===== src/rtl/imask_pkg.sv =====
package imask_pkg;

    localparam int CNT_W = 64;
    localparam int DUR_W = 62;
    localparam int NUM_MASKS = 2;

    typedef struct packed {
        logic [DUR_W-1:0] lo;
        logic [DUR_W-1:0] hi;
        logic [DUR_W-1:0] last;
    } dur_stats_t;

    function automatic logic [DUR_W-1:0] dur_min(input logic [DUR_W-1:0] a,
                                                 input logic [DUR_W-1:0] b);
        return (a < b) ? a : b;
    endfunction

    function automatic logic [DUR_W-1:0] dur_max(input logic [DUR_W-1:0] a,
                                                 input logic [DUR_W-1:0] b);
        return (a > b) ? a : b;
    endfunction

endpackage


===== src/rtl/imask_dur_calc.sv =====
module imask_dur_calc #(
    parameter int CNT_W = imask_pkg::CNT_W,
    parameter int DUR_W = imask_pkg::DUR_W
) (
    input  logic [CNT_W-1:0] now_cyc,
    input  logic [CNT_W-1:0] start_cyc,
    output logic [DUR_W-1:0] dur
);
    localparam logic [CNT_W-1:0] LIMIT = {{(CNT_W-DUR_W){1'b0}}, {DUR_W{1'b1}}};

    logic [CNT_W-1:0] diff;

    always_comb begin
        diff = now_cyc - start_cyc;
        if (now_cyc < start_cyc || diff > LIMIT)
            dur = {DUR_W{1'b1}};
        else
            dur = diff[DUR_W-1:0];
    end
endmodule


===== src/rtl/imask_tracker.sv =====
module imask_tracker
    import imask_pkg::*;
#(
    parameter int TCNT_W = CNT_W,
    parameter int TDUR_W = DUR_W
) (
    input  logic              clk,
    input  logic              rst,
    input  logic              smp_vld,
    input  logic              mask_bit,
    input  logic [TCNT_W-1:0] cyc_now,
    output logic [TDUR_W-1:0] min_rep,
    output logic [TDUR_W-1:0] max_dur,
    output logic [TDUR_W-1:0] last_dur,
    output logic [TDUR_W-1:0] cur_dur,
    output logic              is_open
);
    localparam logic [TDUR_W-1:0] MIN_INIT = {TDUR_W{1'b1}};

    typedef enum logic [1:0] {
        EV_NONE,
        EV_OPEN,
        EV_HOLD,
        EV_CLOSE
    } trk_ev_e;

    logic              open_q;
    logic [TCNT_W-1:0] start_q;
    logic [TDUR_W-1:0] lo_q, hi_q, last_q;
    logic [TDUR_W-1:0] live_dur;
    trk_ev_e           ev;

    imask_dur_calc #(.CNT_W(TCNT_W), .DUR_W(TDUR_W)) u_calc (
        .now_cyc  (cyc_now),
        .start_cyc(start_q),
        .dur      (live_dur)
    );

    always_comb begin
        ev = EV_NONE;
        if (smp_vld) begin
            if (mask_bit && !open_q)      ev = EV_OPEN;
            else if (mask_bit && open_q)  ev = EV_HOLD;
            else if (!mask_bit && open_q) ev = EV_CLOSE;
        end
    end

    always_ff @(posedge clk) begin
        if (rst) begin
            open_q  <= 1'b0;
            start_q <= '1;
            lo_q    <= MIN_INIT;
            hi_q    <= '0;
            last_q  <= '0;
        end else begin
            unique case (ev)
                EV_OPEN: begin
                    open_q  <= 1'b1;
                    start_q <= cyc_now;
                end
                EV_HOLD: begin
                    hi_q <= dur_max(hi_q, live_dur);
                end
                EV_CLOSE: begin
                    open_q  <= 1'b0;
                    start_q <= '1;
                    lo_q    <= dur_min(lo_q, live_dur);
                    hi_q    <= dur_max(hi_q, live_dur);
                    last_q  <= live_dur;
                end
                default: ;
            endcase
        end
    end

    assign min_rep  = (lo_q == MIN_INIT) ? hi_q : lo_q;
    assign max_dur  = hi_q;
    assign last_dur = last_q;
    assign cur_dur  = open_q ? live_dur : '0;
    assign is_open  = open_q;
endmodule


===== src/rtl/imask_monitor.sv =====
module imask_monitor
    import imask_pkg::*;
(
    input  logic             clk,
    input  logic             rst,
    input  logic             smp_vld,
    input  logic             ccr_i,
    input  logic             ccr_x,
    input  logic [CNT_W-1:0] cyc_cnt,
    output logic [DUR_W-1:0] i_min,
    output logic [DUR_W-1:0] i_max,
    output logic [DUR_W-1:0] i_last,
    output logic [DUR_W-1:0] i_cur,
    output logic             i_open,
    output logic [DUR_W-1:0] x_min,
    output logic [DUR_W-1:0] x_max,
    output logic [DUR_W-1:0] x_last,
    output logic [DUR_W-1:0] x_cur,
    output logic             x_open
);
    logic [NUM_MASKS-1:0] mask_vec;
    logic [DUR_W-1:0]     min_a  [NUM_MASKS];
    logic [DUR_W-1:0]     max_a  [NUM_MASKS];
    logic [DUR_W-1:0]     last_a [NUM_MASKS];
    logic [DUR_W-1:0]     cur_a  [NUM_MASKS];
    logic [NUM_MASKS-1:0] open_a;

    assign mask_vec = {ccr_x, ccr_i};

    for (genvar g = 0; g < NUM_MASKS; g++) begin : g_trk
        imask_tracker u_trk (
            .clk     (clk),
            .rst     (rst),
            .smp_vld (smp_vld),
            .mask_bit(mask_vec[g]),
            .cyc_now (cyc_cnt),
            .min_rep (min_a[g]),
            .max_dur (max_a[g]),
            .last_dur(last_a[g]),
            .cur_dur (cur_a[g]),
            .is_open (open_a[g])
        );
    end

    assign i_min  = min_a[0];
    assign i_max  = max_a[0];
    assign i_last = last_a[0];
    assign i_cur  = cur_a[0];
    assign i_open = open_a[0];
    assign x_min  = min_a[1];
    assign x_max  = max_a[1];
    assign x_last = last_a[1];
    assign x_cur  = cur_a[1];
    assign x_open = open_a[1];
endmodule


===== config.mk =====
export PLATFORM = sky130hd
export DESIGN_NAME = imask_monitor
export DESIGN_NICKNAME = d
export VERILOG_FILES = /design/src/rtl/imask_pkg.sv /design/src/rtl/imask_dur_calc.sv /design/src/rtl/imask_tracker.sv /design/src/rtl/imask_monitor.sv
export SDC_FILE = /design/constraint.sdc
export NUM_CORES = 2
export LEC_CHECK = 0
export ABC_AREA = 0
export BUFFER_PORTS_ARGS = -buffer_cell sky130_fd_sc_hd__buf_2
export CAP_MARGIN = 20
export CORE_ASPECT_RATIO = 1.4
export CORE_UTILIZATION = 55
export DETAILED_ROUTE_END_ITERATION = 7
export PLACE_DENSITY = 0.82
export SYNTH_ARGS = -nofsm -noshare
export SYNTH_HDL_FRONTEND = slang
export SYNTH_SLANG_ARGS = --single-unit

===== constraint.sdc =====
create_clock -name clk -period 8.5 [get_ports clk]
set_input_delay 0 -clock clk [delete_from_list [all_inputs] [get_ports clk]]
set_output_delay 0 -clock clk [all_outputs]
set_load 0.02 [all_outputs]

==> results.txt <==
* Status: finished clean
- In this run the worst setup path terminates at g_trk[0].u_trk.max_dur[59].
- Dividing the final minimum period by the clock period gives 0.9344.
- Of the total synthesized cell area, the portion taken by XOR and XNOR cells is 0.03557.
- STA classifies the critical path startpoint as a register.
- Syn-to-layout area delta: 17.75%
- Switching portion of total power: 0.3222
- The synthesized design contains 0 enable-type register cells.
* Violation count after the first detailed-routing iteration: between 3k and 4k
- R2R depth: 28
- In the global route stage, overall resource usage came out at 0.3831.
- Area share of the leading cell type in the synthesized netlist: 0.2903
- Detailed placement finished with a half-perimeter wire length of ~96,000 um.
- Type of destination of the critical path: register
* Last weighted congestion value of the routability-driven placer: between 1 and 1.5
- Launch instance of the worst register-to-register path: g_trk[0].u_trk.start_q[2]
* Max-cap violation count: 0
- Routed wire length per instance: about 23 um
* CTS-repair resized insts: 0
* Clock network fraction of design power: 0.381
* Final critical delay including setup and external delays: around 7.9 ns
* Maximum number of pins on one net before global-route repair: ~120
- Tracing the worst setup path back leads to its startpoint at g_trk[0].u_trk.start_q[2].
- Between clock sinks in the finished design, the worst skew comes to ~0.027 ns.
- Synth Register Bits: about 500
- The number of hold violations in the final report is 0.
* Accumulated negative setup slack: 0 ns
* Arrival time of the worst setup path: around 8.4 ns
- The number of antenna violations at the first check in global routing is 7.
* Critical path's most frequent cell: o21ai_0
- Post-Syn Area: about 35,000 sq um
* Area fraction in and, or, nand and nor cells after synthesis: 0.1940
- Sequential cell area fraction in the yosys report: 0.2903
- The via count of the first global-routing pass came to around 35k.
* Part of the power in registers: 0.384
* Highest layer used for signal routing: met5
- VDD IR-drop max: roughly 0.18 mV
* Comb power frac: 0.234
- Setup repair after global routing left no endpoint under its margin.
- Drt first pass iters: 8
- Clock-pin slew was measured on the worst setup and hold paths at 0.07 ns.
* Commonest cells post-synth: dfxtp_1, nor2_1, ha_1
- Row generation in the floorplan step produced around 110 rows.
- For this design, the sink count on the clock tree is between 500 and 600.
- Using the TritonRoute via totals, the vias-per-cell ratio works out to 6.356.
- Starting utilization of the core area: 0.5569
- The total count of max-transition violations in the final report was 0.
- After synthesis, the largest family of logic cells by area is compound AO/OA/AOI/OAI gates.
- For the worst-skew pair, the clock arrives at the later sink with an insertion delay of 0.63 ns.
* Clock buffer count from CTS: 52
- The floorplan step defined a die boundary enclosing roughly 64,000 sq um.
- Power per unit of standard cell area: ~160 nW/um^2
* Setup Crit Path Kind: register to register
* Cell with the most instances after synthesis: dfxtp_1
- Internal power comes to between 4 and 5 mW.
* Portion of netlist area occupied by mux cells: 0.06261
* Synthesized net count: between 4k and 5k
* Vert. Die Dim: between 200 and 300 um
* P_sw: 2.116 mW
- Setup slack of the most critical reg-to-reg path: approximately 0.56 ns
- The final layout contains routed wiring with a total length of 127,800 um.
- Wire segments on met2 add up to 61,060 um in the final route.
* Tot Pwr: around 6.6 mW
- Gr ovfl total: 0
* Share of async-settable or async-resettable flops after synthesis: 0
- The core region is just over 60,000 sq um.
- Level count of the clock H-tree: 2
* Routed vias: approximately 36k
* Input/output buffers: around 570
- In the routed design, unresolved DRC markers number 0.
- Synthesized-area fraction occupied by ao, oa, aoi and oai cells: 0.2325
- Yosys attributes the largest share of cell area to dfxtp_1, ha_1, nor2_1, a21oi_1, mux2_2.
* Total Nets Final: roughly 5.2k
- For this design the top-level I/O count stands at ~570.
- For this design, the slowest cell found on the critical path is nor3_1.
- Endpoint of the worst-slack reg-to-reg timing path: g_trk[0].u_trk.max_dur[59]
- dfxtp_1 takes more of the synthesized area than any other cell.
- Fraction of layout instances using a drive strength above 1: 0.1878
* Wire length of the first global-routing pass: 195,900 um
- Synth Flop Type: dfxtp_1
* Number of failing setup endpoints in the final timing report: 0
- For this run, the slowest stage of the critical path takes 0.66 ns.
- Max_slew headroom: 0.2693
- Clock Tree Root: clkbuf_16
- Static power due to leakage: 20.56 nW
* Post-synthesis adder-cell area fraction: 0.1282
- In this run the remaining antenna-violating nets after routing total 0.
- At the pin with the least slew margin, the transition time is 1.086 ns.
* Routed met3 length: 9099 um
- The cell count after synthesis came out at 4,298.
* CTS tree: done
- For this run, the number of Yosys warnings is 0.
- Of all nets on the critical path, the largest fanout is 75.
- Met1 wire length: 47,760 um
- Path class of the lowest-slack min-delay path: input port to register
- Measured along the x axis, the die boundary spans 214.0 um.
- Critical path data required time: roughly 9 ns
* Maximum count of clock buffers along a single path: 3
- Timing would allow up to around 130 MHz.
- The synthesized netlist contains between 90 and 100 unique library cells.
- In this run the mean area of a mapped cell was approximately 8 sq um.
==> layer usage <==
layer / vias to the layer above / global-route usage
li1: 16760 / -
met1: 16940 / 0.4310
met2: 1812 / 0.6579
met3: 501 / 0.06158
met4: 2 / 0.2746
met5: - / 0
==> how the worst min path moves through the flow <==
stage | depth (start not counted) | from | endpoint | slack [ns]
global placement | 3 | cyc_cnt[39] | g_trk[0].u_trk.start_q[39] | 0.27
CTS | 4 | cyc_cnt[0] | g_trk[1].u_trk.start_q[0] | 0.18
detailed placement | 3 | cyc_cnt[39] | g_trk[1].u_trk.start_q[39] | 0.28
global route | 4 | cyc_cnt[5] | g_trk[1].u_trk.start_q[5] | 0.23
finish | 4 | cyc_cnt[3] | g_trk[1].u_trk.start_q[3] | 0.22
floorplan | 2 | cyc_cnt[0] | g_trk[0].u_trk.start_q[0] | 0.12
==> layout by cell type (no fill, tap or decap), types with 64 or more instances in the layout <==
| cell type | count |
|---|---|
| nor2b_1 | 132 |
| xnor2_1 | 81 |
| nand2_1 | 307 |
| nand4_1 | 115 |
| ha_1 | 346 |
| nor3_1 | 180 |
| o22ai_1 | 133 |
| dlygate4sd3_1 | 68 |
| mux2i_1 | 86 |
| mux2_2 | 114 |
| nor2_1 | 421 |
| buf_2 | 565 |
| a21oi_1 | 284 |
| o41ai_1 | 64 |
| a211oi_1 | 145 |
| buf_4 | 84 |
| a21o_1 | 106 |
| inv_1 | 212 |
| dfxtp_1 | 500 |
| o21ai_0 | 141 |
| a31oi_1 | 83 |
==> through the flow <==
stage | hold WS [ns] | area [sq um] | util | cells | setup WS (ns)
after floorplan | 0.1241 | 34610 | - | 4298 | 1.580
after global placement | 0.2718 | 38200 | 0.6146 | 5494 | 0.8206
after detailed placement | 0.2801 | 38220 | 0.6149 | 5495 | 0.7823
after CTS | 0.1835 | 40740 | 0.6554 | 5659 | 0.7070
after global routing | 0.2297 | 40760 | 0.6557 | 5666 | 0.1039
final | 0.2190 | 40760 | 0.6557 | 5666 | 0.5573
==> state kept, by name, summed over array words and instances, names as in the netlist <==
signal / flops
g_trk.u_trk.is_open: 2
g_trk.u_trk.last_dur: 124
g_trk.u_trk.lo_q: 124
g_trk.u_trk.max_dur: 124
g_trk.u_trk.start_q: 128
==> area by class of cell <==
type	instances	area, sq um
inverters	213	807.0
clock inverters	27	359.1
well taps	825	1032
multi-input cells	3296	22680
flip-flops and latches	502	10050
clock buffers	69	1476
diodes	6	15.01
repair buffers	728	4339
fillers	5297	21400
==> power by group through the flow <==
stage	Clock [mW]	Sequential, mW	Combinational, mW
after floorplan	0	2.61	0.953
after global placement	0	2.57	1.46
after detailed placement	0	2.57	1.47
after CTS	2.53	2.52	1.51
after global routing	2.61	2.53	1.64
final	2.50	2.52	1.54
==> repair_timing <==
action	CTS	global route
endpoints found under the hold margin	188	0
hold buffers	68	0
buffers inserted	0	0
==> critical path: cells and delay by family (launching register included) <==
family / cells / cell delay [ns]
AO/OA/AOI/OAI: 14 / 4.29
AND/OR/NAND/NOR: 7 / 1.51
adder cells (fa/ha/maj): 2 / 0.70
buffers and inverters: 4 / 0.63
flip-flops: 1 / 0.34
multiplexers: 1 / 0.26
==> cells by family after synthesis <==
logic type,count (synthesis)
DFF,502
buffers and inverters,500
adders and majority gates,355
xor gates and xnor gates,139
and+or+nand+nor,1394
muxes,202
AOI/OAI and AO/OA,1206
Note: power is estimated with default switching activity, not from simulation.
